[src/rtl/ham_pkg.sv]
package ham_pkg;

   localparam int MAX_P = 6;
   localparam int MAX_W = 63;

   function automatic bit is_pow2(input int v);
      return (v > 0) && ((v & (v - 1)) == 0);
   endfunction

   // 1-based codeword position of data bit k (k-th non-power-of-two index)
   function automatic int data_pos(input int k);
      int seen;
      int res;
      seen = 0;
      res  = 0;
      for (int p = 1; p <= MAX_W; p++) begin
         if (!is_pow2(p)) begin
            if (seen == k && res == 0) res = p;
            seen++;
         end
      end
      return res;
   endfunction

   // positions whose index has bit j set
   function automatic logic [MAX_W-1:0] cover_mask(input int j);
      logic [MAX_W-1:0] m;
      for (int p = 1; p <= MAX_W; p++) m[p-1] = ((p >> j) & 1) == 1;
      return m;
   endfunction

   function automatic logic [MAX_P-1:0] calc_syn(input logic [MAX_W-1:0] w);
      logic [MAX_P-1:0] s;
      for (int j = 0; j < MAX_P; j++) s[j] = ^(w & cover_mask(j));
      return s;
   endfunction

endpackage

[src/rtl/ham_encoder.sv]
module ham_encoder #(
   parameter int PARITY_W = 3,
   localparam int CODE_W = (1 << PARITY_W) - 1,
   localparam int DATA_W = CODE_W - PARITY_W
) (
   input  logic              clk,
   input  logic              rst_n,
   input  logic              valid_i,
   input  logic [DATA_W-1:0] data_i,
   output logic              valid_o,
   output logic [CODE_W-1:0] word_o
);

   logic [CODE_W-1:0] dat_only;
   logic [CODE_W-1:0] word_c;

   for (genvar k = 0; k < DATA_W; k++) begin : g_place
      localparam int POS = ham_pkg::data_pos(k);
      assign dat_only[POS-1] = data_i[k];
      assign word_c[POS-1]   = data_i[k];
   end

   for (genvar j = 0; j < PARITY_W; j++) begin : g_chk
      localparam int CPOS = 1 << j;
      localparam logic [ham_pkg::MAX_W-1:0] MASK = ham_pkg::cover_mask(j);
      assign dat_only[CPOS-1] = 1'b0;
      assign word_c[CPOS-1]   = ^(dat_only & MASK[CODE_W-1:0]);
   end

   always_ff @(posedge clk) begin
      if (!rst_n) begin
         valid_o <= 1'b0;
         word_o  <= '0;
      end else begin
         valid_o <= valid_i;
         if (valid_i) word_o <= word_c;
      end
   end

   p_enc_legal_r1: assert property (@(posedge clk) disable iff (!rst_n)
      valid_o |-> (ham_pkg::calc_syn(ham_pkg::MAX_W'(word_o)) == '0));

   p_enc_strobe_r7: assert property (@(posedge clk) disable iff (!rst_n)
      valid_i |=> valid_o);

   p_enc_hold_r7: assert property (@(posedge clk) disable iff (!rst_n)
      !valid_i |=> ($stable(word_o) && !valid_o));

endmodule

[src/rtl/ham_syndrome.sv]
module ham_syndrome #(
   parameter int PARITY_W = 3,
   localparam int CODE_W = (1 << PARITY_W) - 1
) (
   input  logic [CODE_W-1:0]   word_i,
   output logic [PARITY_W-1:0] syn_o
);

   for (genvar j = 0; j < PARITY_W; j++) begin : g_syn
      localparam logic [ham_pkg::MAX_W-1:0] MASK = ham_pkg::cover_mask(j);
      assign syn_o[j] = ^(word_i & MASK[CODE_W-1:0]);
   end

endmodule

[src/rtl/ham_decoder.sv]
module ham_decoder #(
   parameter int PARITY_W = 3,
   localparam int CODE_W = (1 << PARITY_W) - 1,
   localparam int DATA_W = CODE_W - PARITY_W
) (
   input  logic                clk,
   input  logic                rst_n,
   input  logic                valid_i,
   input  logic [CODE_W-1:0]   word_i,
   input  logic                fix_en_i,
   output logic                valid_o,
   output logic [DATA_W-1:0]   data_o,
   output logic [PARITY_W-1:0] syn_o,
   output logic                err_o,
   output logic                fixed_o
);

   logic [PARITY_W-1:0] syn_c;
   logic [CODE_W:0]     one_hot;
   logic [CODE_W-1:0]   flip;
   logic [CODE_W-1:0]   fixed_word;
   logic [DATA_W-1:0]   data_c;
   logic                nz;

   ham_syndrome #(.PARITY_W(PARITY_W)) u_syn (
      .word_i (word_i),
      .syn_o  (syn_c)
   );

   // bit 0 of one_hot absorbs the zero syndrome
   assign one_hot    = (CODE_W + 1)'(1) << syn_c;
   assign flip       = fix_en_i ? one_hot[CODE_W:1] : '0;
   assign fixed_word = word_i ^ flip;
   assign nz         = |syn_c;

   for (genvar k = 0; k < DATA_W; k++) begin : g_pick
      localparam int POS = ham_pkg::data_pos(k);
      assign data_c[k] = fixed_word[POS-1];
   end

   always_ff @(posedge clk) begin
      if (!rst_n) begin
         valid_o <= 1'b0;
         data_o  <= '0;
         syn_o   <= '0;
         err_o   <= 1'b0;
         fixed_o <= 1'b0;
      end else begin
         valid_o <= valid_i;
         if (valid_i) begin
            data_o  <= data_c;
            syn_o   <= syn_c;
            err_o   <= nz;
            fixed_o <= nz && fix_en_i;
         end
      end
   end

   p_fix_needs_err_r3: assert property (@(posedge clk) disable iff (!rst_n)
      fixed_o |-> err_o);

   p_detect_no_fix_r4: assert property (@(posedge clk) disable iff (!rst_n)
      (valid_i && !fix_en_i) |=> !fixed_o);

   p_clean_word_r2: assert property (@(posedge clk) disable iff (!rst_n)
      (valid_o && syn_o == '0) |-> (!err_o && !fixed_o));

   p_dec_strobe_r7: assert property (@(posedge clk) disable iff (!rst_n)
      valid_i |=> valid_o);

   p_dec_hold_r7: assert property (@(posedge clk) disable iff (!rst_n)
      !valid_i |=> ($stable(data_o) && $stable(syn_o) && !valid_o));

endmodule

[src/rtl/ham_codec.sv]
module ham_codec #(
   parameter int PARITY_W = 3,
   localparam int CODE_W = (1 << PARITY_W) - 1,
   localparam int DATA_W = CODE_W - PARITY_W
) (
   input  logic                clk,
   input  logic                rst_n,
   input  logic                enc_valid_i,
   input  logic [DATA_W-1:0]   enc_data_i,
   output logic                enc_valid_o,
   output logic [CODE_W-1:0]   enc_word_o,
   input  logic                dec_valid_i,
   input  logic [CODE_W-1:0]   dec_word_i,
   input  logic                dec_fix_en_i,
   output logic                dec_valid_o,
   output logic [DATA_W-1:0]   dec_data_o,
   output logic [PARITY_W-1:0] dec_syndrome_o,
   output logic                dec_error_o,
   output logic                dec_fixed_o
);

   if (PARITY_W < 2 || PARITY_W > ham_pkg::MAX_P) begin : g_bad_width
      $error("ham_codec: PARITY_W must lie in 2..%0d", ham_pkg::MAX_P);
   end

   ham_encoder #(.PARITY_W(PARITY_W)) u_enc (
      .clk     (clk),
      .rst_n   (rst_n),
      .valid_i (enc_valid_i),
      .data_i  (enc_data_i),
      .valid_o (enc_valid_o),
      .word_o  (enc_word_o)
   );

   ham_decoder #(.PARITY_W(PARITY_W)) u_dec (
      .clk      (clk),
      .rst_n    (rst_n),
      .valid_i  (dec_valid_i),
      .word_i   (dec_word_i),
      .fix_en_i (dec_fix_en_i),
      .valid_o  (dec_valid_o),
      .data_o   (dec_data_o),
      .syn_o    (dec_syndrome_o),
      .err_o    (dec_error_o),
      .fixed_o  (dec_fixed_o)
   );

   p_reset_quiet_r8: assert property (@(posedge clk)
      !rst_n |=> (!enc_valid_o && !dec_valid_o && dec_data_o == '0 && enc_word_o == '0));

endmodule

[config.mk]
export PLATFORM = sky130hd
export DESIGN_NAME = ham_codec
export DESIGN_NICKNAME = d
export VERILOG_FILES = /design/src/rtl/ham_pkg.sv /design/src/rtl/ham_encoder.sv /design/src/rtl/ham_syndrome.sv /design/src/rtl/ham_decoder.sv /design/src/rtl/ham_codec.sv
export SDC_FILE = /design/constraint.sdc
export NUM_CORES = 1
export LEC_CHECK = 0
export ABC_AREA = 0
export CAP_MARGIN = 20
export CORE_MARGIN = 4
export CORE_UTILIZATION = 40
export CTS_BUF_LIST = sky130_fd_sc_hd__clkbuf_8
export DETAILED_ROUTE_END_ITERATION = 10
export GPL_ROUTABILITY_DRIVEN = 0
export PLACE_DENSITY = 0.85
export SYNTH_ARGS = -nofsm -noshare
export SYNTH_HDL_FRONTEND = slang
export SYNTH_HIERARCHICAL = 1
export SYNTH_SLANG_ARGS = --single-unit
[constraint.sdc]
create_clock -name clk -period 1.4 [get_ports clk]
set_input_delay 0.35 -clock clk [delete_from_list [all_inputs] [get_ports clk]]
set_output_delay 0.35 -clock clk [all_outputs]
set_load 0.01 [all_outputs]
Word level (Yosys, flattened, before mapping)
Index checks and enable logic that the tools add are counted.
- bits in registers: 18
- logic and storage cells: 18
- shift-type cells: 1
- mux-type cells: 1
- bitwise logic cells: 1
- reductions and logical operators: 8
- operators with widths (operator ; count):
    7-bit XOR reduction ; 6
    1-bit by 3-bit << shifter with 8-bit output (first input constant) ; 1
    7-bit 2-to-1 mux ; 1
    7-bit bitwise XOR ; 1
    3-bit OR reduction ; 1
    1-bit logical AND ; 1

Logic depth before layout (Yosys ltp)
Gate-level depths: netlist of the first run.
- word-level depth: 4
- depth in mapped cells: 5
- mapped depth without buffers: 5

Cells and area by module
Netlist of the first run, hierarchy kept.
- by module, submodules not included (module ; instances ; cells an instance ; area each (um2)):
    ham_decoder ; 1 ; 41 ; 417.9
    ham_encoder ; 1 ; 35 ; 365.4
    ham_syndrome ; 1 ; 8 ; 70.1

Worst setup path before layout of the first run
OpenSTA, ideal clock, no wires.
- path kind: input -> register
- from: in dec_word_i[6]
- to: reg u_dec.data_o[0]
- setup time: 119 ps
- data arrival time: 1215 ps
- slack: 65 ps
- cell stages on the path: 5
- path buffers: 0
- path through: xor2_1 > xnor2_1 > nand4b_1 > xor2_1 > a21oi_1
- cells in the longest elaborated chain, start to end: 4
- elaborated cells between the ends (all ways): 6
- classes of those cells: 1 x shift; 1 x mux; 1 x bitwise; 3 x reduce/logical
- RTL lines (element ; line ; text):
    start: declaration ; ham_codec.sv:13 ; input logic [CODE_W-1:0] dec_word_i,
    7-bit XOR reduction ; ham_syndrome.sv:11 ; assign syn_o[j] = ^(word_i & MASK[CODE_W-1:0]);
    net u_dec.syn_c[2] ; ham_decoder.sv:18 ; logic [PARITY_W-1:0] syn_c;
    1-bit by 3-bit << shifter with 8-bit output ; ham_decoder.sv:31 ; assign one_hot = (CODE_W + 1)'(1) << syn_c;
    7-bit 2-to-1 mux ; ham_decoder.sv:32 ; assign flip = fix_en_i ? one_hot[CODE_W:1] : '0;
    7-bit bitwise XOR ; ham_decoder.sv:33 ; assign fixed_word = word_i ^ flip;
    end signal: assignment ; ham_decoder.sv:51 ; data_o <= data_c;
    end: declaration ; ham_decoder.sv:12 ; output logic [DATA_W-1:0] data_o,
The timed path passes the listed nets, and every way through them passes these cells.
A chain may end at the register's enable or synchronous reset.

Worst setup path in the final report of the first run
- from: in dec_word_i[1]
- to: reg u_dec.data_o[3]
The elaborated chain is that of the path after synthesis.

==> flow_metrics.tcl, run 1 <==
set metrics [dict create \
    power.switching_uw 417 \
    p_int_mw 1.06 \
    clk_pin_slew_worst_paths_ns 0.07 \
    drtAntennaViolNets 0 \
    numCtsBuffers 3 \
    netlist_top_cells_area "dfxtp_1, mux2i_1, xor2_1" \
    clock.fmax_mhz 715 \
    period_needed_ns 1.40 \
    slowest_stage "dlygate4sd2_1" \
    hold_start "u_dec/fixed_o" \
    finish.utilization 0.728 \
    finalHoldViolations 0 \
    avgViaCountPerCell 4.99 \
    via_count 788 \
    seqPwrFrac 0.388 \
    grtUsageTotal 0.168 \
    synth-simple-area-share 0.220 \
    port_buffers 33 \
    grt_max_degree 25 \
    ir_worst_vdd_mv 0.746 \
    initial_core_util 0.426 \
    ff2ff_setup_slack_ns 0.76 \
    slew_viol_final 0 \
    power_frac_clock 0.293 \
    synth_compound_area_frac 0.0762 \
    cp-end-kind "register" \
    netlist_area_um2 853 \
    clk-insertion-delay-late_ns 0.26 \
    p_total_mw 1.48 \
    relSlewSlack 0.789 \
    yosysTopAreaCell "dfxtp_1" \
    drt_wl_total_um 2390 \
    async_flop_share 0 \
    cap_violations 0 \
    coreArea_mm2 0.00200 \
    tightest_slew_ns 0.315 \
    die-area_mm2 0.00294 \
    syn-num-nets 100 \
    finalSetupViolations 0 \
    antennaDiodeCount 0 \
    synth_fa_ha_area_frac 0 \
    dieWidth_um 54.2 \
    leakage_nw 0.654 \
    combPwrFrac 0.319 \
    p_per_area_mw_per_mm2 1010 \
    synth-xor-area-share 0.154 \
    cp-start-kind "input port" \
    arrival_ns 1.55 \
    min_period_over_period 0.998 \
    grt_pass1_wl_um 3480 \
    syn_area_per_cell_um2 10.2 \
    critPathMaxStageDelay_ns 0.26 \
    fp.dieH_um 54.2 \
    overflow 0 \
    cts_max_level 1 \
    antenna_found_initial 0 \
    row_count 16 \
    grt_pass1_vias 749 \
    synth_top_cell_area_share 0.422 \
    ios 34 \
    syn_inst 84 \
    hold_end "u_dec/fixed_o" \
    ys.flop_type "dfxtp_1" \
    clockBufferDepth 2 \
    ys_seq_area_frac 0.422 \
    firstDrtPassIters 4 \
    hold_depth 2 \
    hold_buffers 0 \
    drc 0 \
    timing.rr.end "u_dec/data_o[0]" \
    crit_fanout 6 \
    hpwlAfterDp_um 1480 \
    synth_enable_flop_cells 0 \
    netSwitchingFraction 0.282 \
    hold_path_class "reg2reg" \
    muxShareOfSynthArea 0.0821 \
    ff2ff_path_depth 2 \
    drt_iter0_drc 18 \
    routedWlPerCell_um 15.1 \
    crit_buf_inv 1 \
    synth_top_family_by_area "simple AND/OR/NAND/NOR gates" \
    cp_cell_sequence "dlygate4sd2_1, xnor2_2, xnor2_4, nand4_1, xor2_1, a21oi_1" \
    required_ns 1.55 \
    cpLargestDelayFamily "XOR/XNOR gates" \
    yosysWarningCount 6 \
    status "complete, no violations" \
    drive_gt1_frac 0.252 \
    finClkSkew_ns 0 \
    critPathLaunch "dec_word_i[1]" \
    r2r_start "u_dec/data_o[0]" \
    ys_types 21 \
    ys_ff_latch 18 \
    cts_tree "done" \
    critical_path_class "in2reg" \
    cts_root_buf "clkbuf_8" \
    nets 148 \
    syn_to_final_growth_pct 70.7 \
    cts_sinks 18 \
]
==> worst max path at each step <==
stage / end / slack (ns) / cells after the start
final: u_dec/data_o[3] / 0.002 / 6
after global routing: u_dec/data_o[3] / -0.06 / 6
after CTS: u_dec/data_o[2] / 0.003 / 6
after detailed placement: u_dec/data_o[2] / -0.67 / 6
after global placement: u_dec/fixed_o / -0.52 / 6
after floorplan: u_dec/data_o[0] / 0.07 / 5
==> stage by stage <==
| stage | hold WS [ns] | instances | area (µm²) | setup WS, ns | setup TNS (ns) |
|---|---|---|---|---|---|
| after detailed placement | 0.487 | 151 | 1290 | -0.669 | -5.17 |
| after CTS | 0.488 | 157 | 1410 | 0.00259 | 0 |
| final | 0.487 | 158 | 1460 | 0.00211 | 0 |
| after global routing | 0.514 | 158 | 1460 | -0.0617 | -0.0617 |
| after floorplan | 0.477 | 84 | 853 | 0.0653 | 0 |
| after global placement | 0.465 | 151 | 1290 | -0.515 | -4.14 |
==> registers in the layout, summed over array words and instances (netlist names) <==
signal and count:
u_dec/syn_o 3, u_enc/valid_o 1, u_dec/fixed_o 1, u_enc/word_o 7
u_dec/valid_o 1, u_dec/data_o 4, u_dec/err_o 1
==> worst register-to-register path, delay by kind of cell, from the launching register on <==
family	cells	cell delay (ns)
AO/OA/AOI/OAI	2	0.21
flip-flops	1	0.32
==> cell type report <==
cell class | count | area (µm²)
Multi-Input combinational cell | 61 | 582
Timing Repair Buffer | 48 | 425
Clock buffer | 4 | 55.1
Fill cell | 152 | 546
Tap cell | 27 | 33.8
Sequential cell | 18 | 360
==> timing repair <==
action,CTS,global route
pin swaps,9,14
gates resized for setup,42,18
setup buffers,2,1
endpoints found under the hold margin,0,0
endpoints found under the setup margin,27,8
==> logic make-up after synthesis <==
| group | Yosys count |
|---|---|
| xor+xnor | 15 |
| buf+inv | 5 |
| simple gates | 28 |
| mux | 7 |
| compound gates | 11 |
| flops | 18 |
==> synthesized netlist by cell type, drive strengths merged, types with 3 or more instances <==
library cell,number
dfxtp,18
xor2,8
mux2i,7
nor2b,7
xnor2,7
nand4b,6
buf,5
a21oi,4
nand3b,4
o21ai,4
nand3,3
nand4,3
==> routing by layer <==
layer | global-route usage | share of wire | wire length, µm | vias up
met5 | 0 | 0 | 0 | -
met4 | 0.104 | 0.034 | 82 | 0
met3 | 0.0139 | 0.050 | 119 | 8
met2 | 0.281 | 0.51 | 1220 | 33
met1 | 0.207 | 0.41 | 973 | 360
li1 | - | - | - | 387
==> power by group through the flow <==
| stage | registers [mW] | logic [mW] | clock network (mW) |
|---|---|---|---|
| floorplan | 0.605 | 0.150 | 0 |
| global placement | 0.584 | 0.370 | 0 |
| detailed placement | 0.586 | 0.378 | 0 |
| CTS | 0.573 | 0.398 | 0.437 |
| global route | 0.578 | 0.502 | 0.455 |
| finish | 0.573 | 0.471 | 0.433 |
==> cell usage in the layout, fill, tap and decap left out <==
cell type / Yosys / routed
nand2b_1: 1 / 1
buf_4: 3 / 13
nand2_1: 1 / 1
clkdlybuf4s15_1: 0 / 1
clkbuf_8: 0 / 4
nand3_1: 3 / 3
a21boi_1: 0 / 1
xor2_4: 0 / 2
o21ai_0: 4 / 4
dlygate4sd2_1: 0 / 19
xnor2_4: 0 / 3
mux2i_1: 7 / 7
nand4b_1: 6 / 6
and2_1: 2 / 2
nand4_1: 3 / 3
o211ai_1: 1 / 1
nor3_4: 0 / 1
xnor2_1: 7 / 1
clkbuf_2: 0 / 2
buf_2: 1 / 2
o211a_1: 1 / 1
nor2b_1: 7 / 7
xor2_1: 8 / 6
dfxtp_1: 18 / 18
xnor2_2: 0 / 3
buf_6: 1 / 1
a21oi_1: 4 / 4
nand3b_1: 4 / 4
buf_12: 0 / 2
clkdlybuf4s50_1: 0 / 8
Note: power is estimated with default switching activity, not from simulation.
==> run 2, diff against run 1 <==
GPL_TIMING_DRIVEN = 0   (was not set)
TNS_END_PERCENT = 50   (was not set)
==> flow_metrics.tcl, run 2 (synthesized netlist as in run 1, its figures left out) <==
set metrics [dict create \
    p_int_uw 959 \
    largest_register "u_enc/word_o" \
    crit_buf_inv 1 \
    status "complete, no violations" \
    required_ns 1.54 \
    critPathLaunch "dec_word_i[6]" \
    period_needed_ns 1.36 \
    routedWlPerCell_um 15.3 \
    drive_gt1_frac 0.230 \
    grtUsageTotal 0.170 \
    hold_start "enc_valid_i" \
    post-place-ws_ns -0.650 \
    hold_path_class "in2reg" \
    slowest_stage "xor2_4" \
    syn_to_final_growth_pct 56.6 \
    cts_max_level 1 \
    drt_iter0_drc 14 \
    die-area_mm2 0.00294 \
    antennaDiodeCount 0 \
    overflow 0 \
    whs_ns 0.419 \
    cts_sinks 18 \
    final_cell_mix "dlygate4sd2_1, dfxtp_1, buf_4, mux2i_1, nor2b_1" \
    finClkSkew_ns 0 \
    place_area_mm2 0.00120 \
    combPwrFrac 0.307 \
    seqPwrFrac 0.430 \
    row_count 16 \
    largest_reg_flops 7 \
    grt_pass1_wl_um 3500 \
    slew_viol_final 0 \
    antenna_found_initial 0 \
    cp_cell_sequence "buf_8, xor2_4, xnor2_4, nand4b_1, xor2_1, a21oi_1" \
    cts_tree "done" \
    leakage_nw 0.599 \
    clk_pin_slew_worst_paths_ns 0.07 \
    fin_area_mm2 0.00134 \
    port_buffers 31 \
    avgViaCountPerCell 5.09 \
    r2r_start "u_dec/data_o[3]" \
    ios 34 \
    relSlewSlack 0.695 \
    power.switching_uw 373 \
    dieWidth_um 54.2 \
    fin_ws_ns 0.0445 \
    via_count 759 \
    cpLargestDelayFamily "XOR/XNOR gates" \
    numCtsBuffers 3 \
    final_cells 149 \
    clk-insertion-delay-late_ns 0.25 \
    arrival_ns 1.49 \
    nets 140 \
    largestRegisters "u_enc/word_o (7), u_dec/data_o (4), u_dec/syn_o (3)" \
    fp.dieH_um 54.2 \
    drtAntennaViolNets 0 \
    critical_path_class "in2reg" \
    cp-end-kind "register" \
    power_frac_clock 0.263 \
    fin_tns_setup_ns 0 \
    finalSetupViolations 0 \
    initial_core_util 0.426 \
    critPathMaxStageDelay_ns 0.32 \
    cp-start-kind "input port" \
    drt_wl_total_um 2270 \
    netSwitchingFraction 0.280 \
    clockBufferDepth 2 \
    coreArea_mm2 0.00200 \
    finalHoldViolations 0 \
    hpwlAfterDp_um 1530 \
    hold_buffers 0 \
    min_period_over_period 0.968 \
    crit_fanout 6 \
    ir_worst_vdd_mv 0.564 \
    nFillCells 165 \
    clock.fmax_mhz 738 \
    cts_root_buf "clkbuf_8" \
    mostFrequentLayoutCell "dlygate4sd2_1" \
    cap_violations 0 \
    dp.cells 142 \
    p_per_area_mw_per_mm2 997 \
    firstDrtPassIters 4 \
    grt_pass1_vias 753 \
    grt_max_degree 16 \
    tightest_slew_ns 0.458 \
    drc 0 \
]
[run 2: changes by cell type in the layout (fill, tap and decap cells not counted), sizes merged]
cell and delta:
clkdlybuf4s50 -3, clkdlybuf4s15 -1, buf -5
[run 2: timing repair]
| item | in CTS | in global routing |
|---|---|---|
| gates resized for setup | 43 | 23 |
| setup endpoints to repair | 28 | 6 |
| buffers inserted | 3 | 2 |
| pin swaps | 7 | 12 |
[run 2: layer usage]
metal	global-route usage	wire [µm]	vias to the layer above
met4	0.0996	51	0
met3	0.0277	95	6
met1	0.196	924	356
met5	0	0	-
li1	-	-	372
met2	0.293	1200	25
[run 2: worst reg2reg max path, delay by kind of cell (launching register included)]
kind,cells,cell delay [ns]
DFF,1,0.31
AOI/OAI and AO/OA,2,0.22
[run 2: layout make-up]
class	count	area, µm²	share of cell area
buffer	5	38.8	0.0290
clock buffer	3	41.3	0.0309
multi-input combinational	61	564	0.422
sequential	18	360	0.270
tap	27	33.8	0.0253
timing repair buffer	35	298	0.223
[run 2: power by group through the flow]
stage	registers (mW)	logic (mW)	clock network (mW)
2_1_floorplan	0.605	0.150	0
3_3_place_gp	0.584	0.324	0
3_5_place_dp	0.586	0.332	0
4_1_cts	0.573	0.359	0.360
5_1_grt	0.579	0.436	0.373
6_report	0.573	0.409	0.350
[run 2: through the flow]
| step | utilization | total power, mW |
|---|---|---|
| after global placement | 0.598 | 0.908 |
| after CTS | 0.654 | 1.29 |
| after detailed placement | 0.598 | 0.918 |
| final | 0.668 | 1.33 |
| after global routing | 0.668 | 1.39 |
| after floorplan | - | 0.755 |
[run 2: final timing paths]
| check | end | slack, ns | cells past startpoint |
|---|---|---|---|
| worst max-delay path | u_dec/data_o[0] | 0.04 | 6 |
| worst min-delay path | u_enc/word_o[2] | 0.42 | 3 |
| worst max register to register | u_dec/data_o[3] | 0.76 | 2 |
| worst min register to register | u_dec/err_o | 0.48 | 1 |
==> run 3, diff against run 2 <==
ABC_AREA = 1   (was 0)
CORE_ASPECT_RATIO = 1.1   (was not set)
PLACE_DENSITY = 0.81   (was 0.85)
==> flow_metrics.tcl, run 3 <==
set metrics [dict create \
    status "complete, no violations" \
    synth_enable_flop_cells 0 \
    grt_pass1_wl_um 3680 \
    yosysTopAreaCell "dfxtp_1" \
    rsz0062_at_grt "true" \
    synthTopCellsByCount "nand2_1, inv_1, dfxtp_1, nand3_1, nor2_1" \
    antennaDiodeCount 0 \
    numCtsBuffers 3 \
    fp.dieH_um 61.2 \
    port_buffers 32 \
    grt_max_degree 12 \
    synth_most_common_cell "nand2_1" \
    leakage_nw 0.838 \
    ir_worst_vdd_mv 0.465 \
    synth_top_cell_area_share 0.350 \
    syn-num-nets 188 \
    ys_types 15 \
    arrival_ns 1.44 \
    timing.rr.end "u_dec/syn_o[2]" \
    finalSetupViolations 0 \
    cp-start-kind "input port" \
    tightest_slew_ns 0.353 \
    period_needed_ns 1.29 \
    final_cells 238 \
    drtAntennaViolNets 0 \
    firstDrtPassIters 4 \
    initial_core_util 0.417 \
    largest_register "u_enc/word_o" \
    r2r_start "u_dec/syn_o[2]" \
    syn_area_per_cell_um2 5.99 \
    drt_wl_total_um 2200 \
    fin_area_mm2 0.00140 \
    relSlewSlack 0.764 \
    p_per_area_mw_per_mm2 869 \
    via_count 1099 \
    ff2ff_setup_slack_ns 0.76 \
    ios 34 \
    largest_reg_flops 7 \
    cts_root_buf "clkbuf_8" \
    syn_to_final_growth_pct 36.2 \
    hold_path_class "in2reg" \
    antenna_found_initial 0 \
    place_area_mm2 0.00139 \
    ys.flop_type "dfxtp_1" \
    clk_pin_slew_worst_paths_ns 0.06 \
    required_ns 1.55 \
    cts_max_level 1 \
    clockBufferDepth 2 \
    dp.cells 235 \
    avgViaCountPerCell 4.62 \
    hpwlAfterDp_um 1760 \
    hold_buffers 0 \
    largestRegisters "u_enc/word_o (7), u_dec/data_o (4), u_dec/syn_o (3)" \
    post-place-ws_ns -0.537 \
    row_count 19 \
    ys_ff_latch 18 \
    drt_iter0_drc 22 \
    cap_violations 0 \
    min_period_over_period 0.922 \
    crit_end "u_dec/data_o[1]" \
    critical_path_class "in2reg" \
    overflow 0 \
    cts_tree "done" \
    clock.fmax_mhz 775 \
    cts_sinks 18 \
    whs_ns 0.432 \
    grt_pass1_vias 986 \
    netlist_top_cells_area "dfxtp_1, nand2_1, inv_1" \
    critPathLaunch "dec_word_i[0]" \
    drive_gt1_frac 0.126 \
    coreArea_mm2 0.00247 \
    grtUsageTotal 0.136 \
    cp-end-kind "register" \
    crit_fanout 3 \
    cp_cell_sequence "dlygate4sd2_1, inv_1, nand2_1, nand2_1, nand2_1, nand2_2, inv_2, nor2_2, nand2_1, nand2_1, nand3_1, nand2_1, inv_1" \
    nets 225 \
    drc 0 \
    finClkSkew_ns 0 \
    slew_viol_final 0 \
    finish.utilization 0.568 \
    final_cell_mix "nand2_1, inv_1, dlygate4sd2_1" \
    async_flop_share 0 \
    clk-insertion-delay-late_ns 0.24 \
    fin_ws_ns 0.109 \
    ff2ff_path_depth 2 \
    die-area_mm2 0.00345 \
    slowest_stage "dlygate4sd2_1" \
    critPathMaxStageDelay_ns 0.25 \
    mostFrequentLayoutCell "nand2_1" \
    netlist_area_mm2 0.00103 \
    finalHoldViolations 0 \
    cts_setup_buffers 0 \
    dieWidth_um 56.4 \
    routedWlPerCell_um 9.23 \
    crit_top_cell "nand2_1" \
    syn_inst 172 \
    ys_seq_area_frac 0.350 \
    yosysWarningCount 6 \
]
run 3: repair_timing:
item                       4_1_cts  5_1_grt
pin swaps                        3        2
gates resized for setup         31       12
setup endpoints to repair       24        4
hold endpoints to repair         0        0
run 3: power breakdown:
| part | internal [mW] | total [mW] | switching [mW] |
|---|---|---|---|
| Sequential | 0.550 | 0.565 | 0.0150 |
| Clock | 0.190 | 0.334 | 0.144 |
| Combinational | 0.138 | 0.321 | 0.183 |
| Total | 0.878 | 1.22 | 0.342 |
run 3: per-layer routing:
| layer | vias to the layer above | share of wire | global-route usage |
|---|---|---|---|
| met1 | 471 | 0.41 | 0.130 |
| met4 | 0 | 0.015 | 0.0814 |
| met3 | 2 | 0.071 | 0.0294 |
| met5 | - | 0 | 0 |
| li1 | 591 | - | - |
| met2 | 35 | 0.50 | 0.270 |
run 3: cell families (layout without fill, tap and decap cells):
family | count (synthesis) | after routing | synth area share
AO/OA/AOI/OAI | 15 | 15 | 0.0801
XOR/XNOR | 2 | 2 | 0.0170
buffers and inverters | 38 | 73 | 0.164
flip-flops | 18 | 18 | 0.350
AND/OR/NAND/NOR | 99 | 99 | 0.390
run 3: how the worst min path moves through the flow:
stage                       start        endpoint  cells past startpoint
detailed placement    u_dec/err_o     u_dec/err_o                      2
CTS                   dec_valid_i   u_dec/fixed_o                      4
finish                dec_valid_i   u_dec/fixed_o                      4
floorplan                   rst_n   u_dec/valid_o                      2
global placement    u_dec/fixed_o   u_dec/fixed_o                      2
global route          dec_valid_i  u_dec/syn_o[0]                      3
run 3: area by class of cell:
class / count / area (µm²)
buffer: 3 / 37.5
clock buffer: 3 / 41.3
fill: 255 / 1070
inverter: 35 / 133
multi-input combinational: 116 / 517
sequential: 18 / 360
tap: 31 / 38.8
timing repair buffer: 32 / 277
run 3: worst max-delay path: cells and delay by family:
kind / cells / cell delay, ns
buffers and inverters: 4 / 0.42
and+or+nand+nor: 9 / 0.67
run 3: through the flow:
stage                     setup TNS [ns]  power, mW
after floorplan                        0      0.761
after global placement             -3.33      0.916
after detailed placement           -3.55      0.922
after CTS                              0       1.23
after global routing            -0.00736       1.29
final                                  0       1.22
